[config.mk]
export PLATFORM = sky130hd
export DESIGN_NAME = mc_ctrl_fsm
export DESIGN_NICKNAME = d
export VERILOG_FILES = /design/src/rtl/mc_ctrl_pkg.sv /design/src/rtl/mc_instr_decode.sv /design/src/rtl/mc_next_state.sv /design/src/rtl/mc_ctrl_out.sv /design/src/rtl/mc_ctrl_fsm.sv
export SDC_FILE = /design/constraint.sdc
export NUM_CORES = 1
export LEC_CHECK = 0
export BUFFER_PORTS_ARGS = -buffer_cell sky130_fd_sc_hd__buf_2
export CAP_MARGIN = 20
export CORE_MARGIN = 3
export CORE_UTILIZATION = 49
export CTS_BUF_LIST = sky130_fd_sc_hd__clkbuf_4 sky130_fd_sc_hd__clkbuf_8 sky130_fd_sc_hd__clkbuf_16
export CTS_CLUSTER_SIZE = 25
export DETAILED_ROUTE_END_ITERATION = 16
export GPL_ROUTABILITY_DRIVEN = 0
export PLACE_DENSITY = 0.8
export SLEW_MARGIN = 20
export SYNTH_ARGS = -nofsm -noshare
export SYNTH_HDL_FRONTEND = slang
export SYNTH_HIERARCHICAL = 1
export SYNTH_SLANG_ARGS = --single-unit
[constraint.sdc]
create_clock -name clk_i -period 3.68 [get_ports clk_i]
set_input_delay 0.736 -clock clk_i [delete_from_list [all_inputs] [get_ports clk_i]]
set_output_delay 0.736 -clock clk_i [all_outputs]
set_load 0.02 [all_outputs]
[src/rtl/mc_ctrl_pkg.sv]
package mc_ctrl_pkg;
  localparam int OP_W   = 6;
  localparam int FN_W   = 6;
  localparam int ST_W   = 4;
  localparam int AFN_W  = 3;
  localparam int PCS_W  = 2;
  localparam int SRCY_W = 2;
  localparam int RDST_W = 2;

  localparam logic [OP_W-1:0] OP_RTYPE = 6'd0;
  localparam logic [OP_W-1:0] OP_BLTZ  = 6'd1;
  localparam logic [OP_W-1:0] OP_J     = 6'd2;
  localparam logic [OP_W-1:0] OP_JAL   = 6'd3;
  localparam logic [OP_W-1:0] OP_BEQ   = 6'd4;
  localparam logic [OP_W-1:0] OP_BNE   = 6'd5;
  localparam logic [OP_W-1:0] OP_ADDI  = 6'd8;
  localparam logic [OP_W-1:0] OP_SLTI  = 6'd10;
  localparam logic [OP_W-1:0] OP_ANDI  = 6'd12;
  localparam logic [OP_W-1:0] OP_ORI   = 6'd13;
  localparam logic [OP_W-1:0] OP_XORI  = 6'd14;
  localparam logic [OP_W-1:0] OP_LW    = 6'd35;
  localparam logic [OP_W-1:0] OP_SW    = 6'd43;

  localparam logic [FN_W-1:0] FN_JR    = 6'd8;
  localparam logic [FN_W-1:0] FN_SYS   = 6'd12;
  localparam logic [FN_W-1:0] FN_ADD   = 6'd32;
  localparam logic [FN_W-1:0] FN_SUB   = 6'd34;
  localparam logic [FN_W-1:0] FN_AND   = 6'd36;
  localparam logic [FN_W-1:0] FN_OR    = 6'd37;
  localparam logic [FN_W-1:0] FN_XOR   = 6'd38;
  localparam logic [FN_W-1:0] FN_NOR   = 6'd39;
  localparam logic [FN_W-1:0] FN_SLT   = 6'd42;

  // operand / source selector codes
  localparam logic [SRCY_W-1:0] SY_FOUR = 2'd0;
  localparam logic [SRCY_W-1:0] SY_REG  = 2'd1;
  localparam logic [SRCY_W-1:0] SY_IMM  = 2'd2;
  localparam logic [SRCY_W-1:0] SY_IMMS = 2'd3;
  localparam logic [PCS_W-1:0]  PS_JTGT = 2'd0;
  localparam logic [PCS_W-1:0]  PS_REG  = 2'd1;
  localparam logic [PCS_W-1:0]  PS_BTGT = 2'd2;
  localparam logic [PCS_W-1:0]  PS_INC  = 2'd3;
  localparam logic [RDST_W-1:0] RD_RT   = 2'd0;
  localparam logic [RDST_W-1:0] RD_RD   = 2'd1;
  localparam logic [RDST_W-1:0] RD_LINK = 2'd2;

  // numbering is fixed: other logic observes state codes
  typedef enum logic [ST_W-1:0] {
    ST_FETCH  = 4'd0,
    ST_DECODE = 4'd1,
    ST_ADDR   = 4'd2,
    ST_LDRD   = 4'd3,
    ST_LDWB   = 4'd4,
    ST_JMPBR  = 4'd5,
    ST_STORE  = 4'd6,
    ST_EXEC   = 4'd7,
    ST_EXWB   = 4'd8
  } state_e;

  typedef enum logic [3:0] {
    IC_NONE, IC_LOAD, IC_STORE, IC_ALU_R, IC_ALU_I,
    IC_J, IC_JAL, IC_JR, IC_SYS, IC_BEQ, IC_BNE, IC_BLTZ
  } iclass_e;

  typedef enum logic [AFN_W-1:0] {
    AF_ADD = 3'd0, AF_SUB = 3'd1, AF_AND = 3'd2, AF_OR = 3'd3,
    AF_XOR = 3'd4, AF_NOR = 3'd5, AF_SLT = 3'd6
  } alu_fn_e;

  typedef struct packed {
    logic              inst_data;
    logic              mem_rd;
    logic              mem_wr;
    logic              ir_wr;
    logic              src_x;
    logic [SRCY_W-1:0] src_y;
    alu_fn_e           alu_fn;
    logic [PCS_W-1:0]  pc_src;
    logic              pc_wr;
    logic              jump_addr;
    logic [RDST_W-1:0] reg_dst;
    logic              reg_in_src;
    logic              reg_wr;
  } ctrl_t;
endpackage

[src/rtl/mc_instr_decode.sv]
module mc_instr_decode
  import mc_ctrl_pkg::*;
(
  input  logic [OP_W-1:0] op_i,
  input  logic [FN_W-1:0] fn_i,
  output iclass_e         iclass_o,
  output alu_fn_e         alu_fn_o
);
  always_comb begin
    iclass_o = IC_NONE;
    alu_fn_o = AF_ADD;
    case (op_i)
      OP_RTYPE: begin
        case (fn_i)
          FN_ADD: begin iclass_o = IC_ALU_R; alu_fn_o = AF_ADD; end
          FN_SUB: begin iclass_o = IC_ALU_R; alu_fn_o = AF_SUB; end
          FN_AND: begin iclass_o = IC_ALU_R; alu_fn_o = AF_AND; end
          FN_OR:  begin iclass_o = IC_ALU_R; alu_fn_o = AF_OR;  end
          FN_XOR: begin iclass_o = IC_ALU_R; alu_fn_o = AF_XOR; end
          FN_NOR: begin iclass_o = IC_ALU_R; alu_fn_o = AF_NOR; end
          FN_SLT: begin iclass_o = IC_ALU_R; alu_fn_o = AF_SLT; end
          FN_JR:  iclass_o = IC_JR;
          FN_SYS: iclass_o = IC_SYS;
          default: iclass_o = IC_NONE;
        endcase
      end
      OP_ADDI: begin iclass_o = IC_ALU_I; alu_fn_o = AF_ADD; end
      OP_SLTI: begin iclass_o = IC_ALU_I; alu_fn_o = AF_SLT; end
      OP_ANDI: begin iclass_o = IC_ALU_I; alu_fn_o = AF_AND; end
      OP_ORI:  begin iclass_o = IC_ALU_I; alu_fn_o = AF_OR;  end
      OP_XORI: begin iclass_o = IC_ALU_I; alu_fn_o = AF_XOR; end
      OP_LW:   iclass_o = IC_LOAD;
      OP_SW:   iclass_o = IC_STORE;
      OP_J:    iclass_o = IC_J;
      OP_JAL:  iclass_o = IC_JAL;
      OP_BEQ:  iclass_o = IC_BEQ;
      OP_BNE:  iclass_o = IC_BNE;
      OP_BLTZ: iclass_o = IC_BLTZ;
      default: iclass_o = IC_NONE;
    endcase
  end
endmodule

[src/rtl/mc_next_state.sv]
module mc_next_state
  import mc_ctrl_pkg::*;
(
  input  state_e  state_i,
  input  iclass_e iclass_i,
  output state_e  state_o
);
  always_comb begin
    state_o = ST_FETCH;
    case (state_i)
      ST_FETCH: state_o = ST_DECODE;
      ST_DECODE: begin
        case (iclass_i)
          IC_LOAD, IC_STORE: state_o = ST_ADDR;
          IC_ALU_R, IC_ALU_I: state_o = ST_EXEC;
          IC_J, IC_JAL, IC_JR, IC_SYS,
          IC_BEQ, IC_BNE, IC_BLTZ: state_o = ST_JMPBR;
          default: state_o = ST_FETCH;
        endcase
      end
      ST_ADDR: begin
        if (iclass_i == IC_LOAD)       state_o = ST_LDRD;
        else if (iclass_i == IC_STORE) state_o = ST_STORE;
        else                           state_o = ST_FETCH;
      end
      ST_LDRD: state_o = ST_LDWB;
      ST_EXEC: state_o = ST_EXWB;
      default: state_o = ST_FETCH;
    endcase
  end
endmodule

[src/rtl/mc_ctrl_out.sv]
module mc_ctrl_out
  import mc_ctrl_pkg::*;
(
  input  state_e  state_i,
  input  iclass_e iclass_i,
  input  alu_fn_e alu_fn_i,
  input  logic    alu_zero_i,
  input  logic    alu_sign_i,
  output ctrl_t   ctrl_o
);
  logic br_take;

  // PC write rule of the shared jump/branch state
  always_comb begin
    case (iclass_i)
      IC_J, IC_JAL, IC_JR, IC_SYS: br_take = 1'b1;
      IC_BEQ:  br_take = alu_zero_i;
      IC_BNE:  br_take = ~alu_zero_i;
      IC_BLTZ: br_take = alu_sign_i;
      default: br_take = 1'b0;
    endcase
  end

  always_comb begin
    ctrl_o = '0;
    case (state_i)
      ST_FETCH: begin
        ctrl_o.mem_rd = 1'b1;
        ctrl_o.ir_wr  = 1'b1;
        ctrl_o.src_y  = SY_FOUR;
        ctrl_o.alu_fn = AF_ADD;
        ctrl_o.pc_src = PS_INC;
        ctrl_o.pc_wr  = 1'b1;
      end
      ST_DECODE: begin
        ctrl_o.src_y  = SY_IMMS;
        ctrl_o.alu_fn = AF_ADD;
      end
      ST_ADDR: begin
        ctrl_o.src_x  = 1'b1;
        ctrl_o.src_y  = SY_IMM;
        ctrl_o.alu_fn = AF_ADD;
      end
      ST_LDRD: begin
        ctrl_o.inst_data = 1'b1;
        ctrl_o.mem_rd    = 1'b1;
      end
      ST_LDWB: begin
        ctrl_o.reg_dst = RD_RT;
        ctrl_o.reg_wr  = 1'b1;
      end
      ST_STORE: begin
        ctrl_o.inst_data = 1'b1;
        ctrl_o.mem_wr    = 1'b1;
      end
      ST_EXEC: begin
        ctrl_o.src_x  = 1'b1;
        ctrl_o.src_y  = (iclass_i == IC_ALU_R) ? SY_REG : SY_IMM;
        ctrl_o.alu_fn = alu_fn_i;
      end
      ST_EXWB: begin
        ctrl_o.reg_dst    = (iclass_i == IC_ALU_R) ? RD_RD : RD_RT;
        ctrl_o.reg_in_src = 1'b1;
        ctrl_o.reg_wr     = 1'b1;
      end
      ST_JMPBR: begin
        ctrl_o.src_x     = 1'b1;
        ctrl_o.src_y     = SY_REG;
        ctrl_o.alu_fn    = AF_SUB;
        ctrl_o.jump_addr = (iclass_i == IC_SYS);
        case (iclass_i)
          IC_JR:                    ctrl_o.pc_src = PS_REG;
          IC_BEQ, IC_BNE, IC_BLTZ:  ctrl_o.pc_src = PS_BTGT;
          default:                  ctrl_o.pc_src = PS_JTGT;
        endcase
        ctrl_o.pc_wr = br_take;
        if (iclass_i == IC_JAL) begin
          ctrl_o.reg_dst    = RD_LINK;
          ctrl_o.reg_in_src = 1'b1;
          ctrl_o.reg_wr     = 1'b1;
        end
      end
      default: ctrl_o = '0;
    endcase
  end
endmodule

[src/rtl/mc_ctrl_fsm.sv]
module mc_ctrl_fsm
  import mc_ctrl_pkg::*;
(
  input  logic              clk_i,
  input  logic              rst_ni,
  input  logic [OP_W-1:0]   op_i,
  input  logic [FN_W-1:0]   fn_i,
  input  logic              alu_zero_i,
  input  logic              alu_sign_i,
  output logic              inst_data_o,
  output logic              mem_rd_o,
  output logic              mem_wr_o,
  output logic              ir_wr_o,
  output logic              alu_src_x_o,
  output logic [SRCY_W-1:0] alu_src_y_o,
  output logic [AFN_W-1:0]  alu_fn_o,
  output logic [PCS_W-1:0]  pc_src_o,
  output logic              pc_wr_o,
  output logic              jump_addr_o,
  output logic [RDST_W-1:0] reg_dst_o,
  output logic              reg_in_src_o,
  output logic              reg_wr_o
);
  state_e  state_q, state_d;
  iclass_e iclass;
  alu_fn_e dec_fn;
  ctrl_t   ctrl;

  mc_instr_decode u_dec (
    .op_i     (op_i),
    .fn_i     (fn_i),
    .iclass_o (iclass),
    .alu_fn_o (dec_fn)
  );

  mc_next_state u_nxt (
    .state_i  (state_q),
    .iclass_i (iclass),
    .state_o  (state_d)
  );

  mc_ctrl_out u_out (
    .state_i    (state_q),
    .iclass_i   (iclass),
    .alu_fn_i   (dec_fn),
    .alu_zero_i (alu_zero_i),
    .alu_sign_i (alu_sign_i),
    .ctrl_o     (ctrl)
  );

  always_ff @(posedge clk_i or negedge rst_ni) begin
    if (!rst_ni) state_q <= ST_FETCH;
    else         state_q <= state_d;
  end

  assign inst_data_o  = ctrl.inst_data;
  assign mem_rd_o     = ctrl.mem_rd;
  assign mem_wr_o     = ctrl.mem_wr;
  assign ir_wr_o      = ctrl.ir_wr;
  assign alu_src_x_o  = ctrl.src_x;
  assign alu_src_y_o  = ctrl.src_y;
  assign alu_fn_o     = ctrl.alu_fn;
  assign pc_src_o     = ctrl.pc_src;
  assign pc_wr_o      = ctrl.pc_wr;
  assign jump_addr_o  = ctrl.jump_addr;
  assign reg_dst_o    = ctrl.reg_dst;
  assign reg_in_src_o = ctrl.reg_in_src;
  assign reg_wr_o     = ctrl.reg_wr;
endmodule

==> impl_metrics.ini <==
[status]
status = finished, final reports clean

[floorplanning]
num_io_pins = 34
initial_utilization_pct = 55.3
die-area_um2 = 2370
die_h_um = 48.6
die_w_um = 48.6
coreArea_um2 = 1610
rows = 14

[pwr]
total_power_mw = 0.458
power.static_leakage_nw = 0.514
p_per_area_nw_per_um2 = 421
ir_drop_mv = 0.300

[cells_and_area]
layout_common_cells = 33 x buf_2, 17 x nor2_1, 16 x nand2_1
fill_cells = 157
nets = 182
final_util_pct = 67.5
post-route-cell-area_um2 = 1090
syn_to_final_growth_pct = 22.2
largest_register_ffs = 4
drive_gt1_share_pct = 31.1
antenna_cells = 0
final_common_cell = buf_2
fin_cells = 188
regMostFlops = state_q
largest_registers = state_q: 4 flops

[setup_path]
worst-path-max-fanout = 11
cpMostUsedCell = buf_2
cp_cell_sequence = buf_2 > or4_4 > nor2_2 > o21ai_0 > o31ai_1 > buf_4 > mux2i_1 > a31oi_1 > o221ai_1 > buf_2
end_kind = output pin
reg2reg_slack_ps = 1930
cpMaxStageDelayCell = or4_4
worstReg2RegStart = state_q[2]
crit_end = pc_wr_o
start_kind = primary input
rr_worst_depth = 3
crit_path_start = op_i[0]
worst_path_largest_cell_delay_ps = 560
reg2reg_to = state_q[2]
worstPathArrival_ps = 2590
cp.required_ps = 2940
criticalPathCategory = in -> out

[timing]
rsz0062_at_grt = no
worst_pin_slew_ps = 547
hold_slack_ps = 301
clock_skew_ps = 2.63
setup_slack_ps = 350
hold_viol_final = 0
slew_headroom_pct = 63.5
min_period_ps = 3330
report.final.slew_viol_count = 0
tns_ps = 0
fmax_mhz = 300
setup_viol = 0
finalCritPeriodShare_pct = 90.5

[routing]
drc = 0
route.met2.wl_um = 1130
via_per_inst = 5.73
wl_per_cell_um = 12.8
drt_iter0_markers = 32
wl_met3_um = 157
wl_um = 2410
ant_nets = 0
maxUsedRoutingLayer = met4
via_count = 1077
wl_met1_um = 1110
drt_first_pass_iters = 4

[placement]
placedCellCount = 185
io_buffers = 33
pre_cts_ws_ps = 363
dp_hpwl_um = 1870
place_area_um2 = 1070

[yosys]
synth-xor-area-share_pct = 4.92
yosysUniqueCellTypes = 49
synth_fa_ha_area_share_pct = 0
synth_nets = 148
synth-edff-count = 0
ys_ff_latch = 4
async_flop_share_pct = 100
synth_ff_type = dfrtp_1
synthTopCellsByArea = dfrtp_1 11%, nor2_1 7.2%, nand2_1 6.7%
yosysTopAreaCellShare_pct = 11.2
ys_seq_area_share_pct = 11.2
yosys.area.top_type = dfrtp_1
synth_top_family_by_area = simple AND/OR/NAND/NOR gates
synth_area_um2 = 891
ys_warn_count = 6
synth_simple_gate_area_share_pct = 46.8
synth_cells = 132
synthMuxAreaShare_pct = 2.25
synth_compound_area_share_pct = 25.0
synth_area_per_cell_um2 = 6.75

[grt]
overflow = 0
grt_pass1_wl_um = 4040
antenna_found_initial = 0
grt_usage_pct = 20.5
grt_max_degree = 21
first_global_vias = 932

[clocking]
ctsResizeCount = 0
cts_inserted_buffers = 3
cts_sinks = 4
h-tree-depth = 1
cts_tree = built
post_cts_buffers = 0
hold_buffers = 0
root_buffer = clkbuf_4
cts_buffer_depth = 2
clk-insertion-delay-late_ps = 230
path_clk_slew_ps = 40

[run]
maxCapViolCount = 0

[min_path]
hold_class = in -> async
-- logic make-up after synthesis --
| kind of cell | Yosys count |
|---|---|
| buffers and inverters | 18 |
| AOI/OAI and AO/OA | 31 |
| DFF | 4 |
| xor gates and xnor gates | 5 |
| and+or+nand+nor | 72 |
| muxes | 2 |
-- power breakdown --
group | switching, mW | total [mW] | internal (mW) | leakage, nW
sequential | 0.0458 | 0.0994 | 0.0536 | 0.0529
clock | 0.0151 | 0.0514 | 0.0363 | 0.0138
combinational | 0.185 | 0.308 | 0.122 | 0.448
total | 0.246 | 0.458 | 0.212 | 0.514
-- cells in the mapped netlist, types with 3 or more instances --
cell      number
a21oi_1        4
nor3_1         6
nor2_1        17
o21ai_0        9
xor2_1         3
dfrtp_1        4
nor2b_1        4
a211oi_1       3
inv_1         10
buf_2          4
nand2_1       16
a31oi_1        3
-- critical path, delay by kind of cell --
family	cells	cell delay (ps)
mux	1	80
simple gates	2	690
compound gates	4	520
buf+inv	3	560
-- layer usage --
metal	vias up	track usage [%]
li1	552	-
met3	2	1.84
met4	0	7.11
met5	-	0
met1	480	27.0
met2	43	34.6
-- how the worst min path moves through the flow --
stage               startpoint         end  slack, ps  depth (start not counted)
global placement        rst_ni  state_q[3]        540                          1
finish                  rst_ni  state_q[0]        300                          1
CTS                     rst_ni  state_q[0]        300                          1
global route            rst_ni  state_q[1]        300                          1
floorplan               rst_ni  state_q[0]        440                          0
detailed placement      rst_ni  state_q[3]        540                          1
-- area by class of cell --
type / instances / area (um2) / area share [%]
clock buffer: 3 / 22.5 / 2.07
inverter: 10 / 37.5 / 3.45
multi-input combinational: 110 / 703 / 64.6
sequential: 4 / 100 / 9.20
tap: 24 / 30.0 / 2.76
timing repair buffer: 37 / 195 / 17.9
Note: power is estimated with default switching activity, not from simulation.
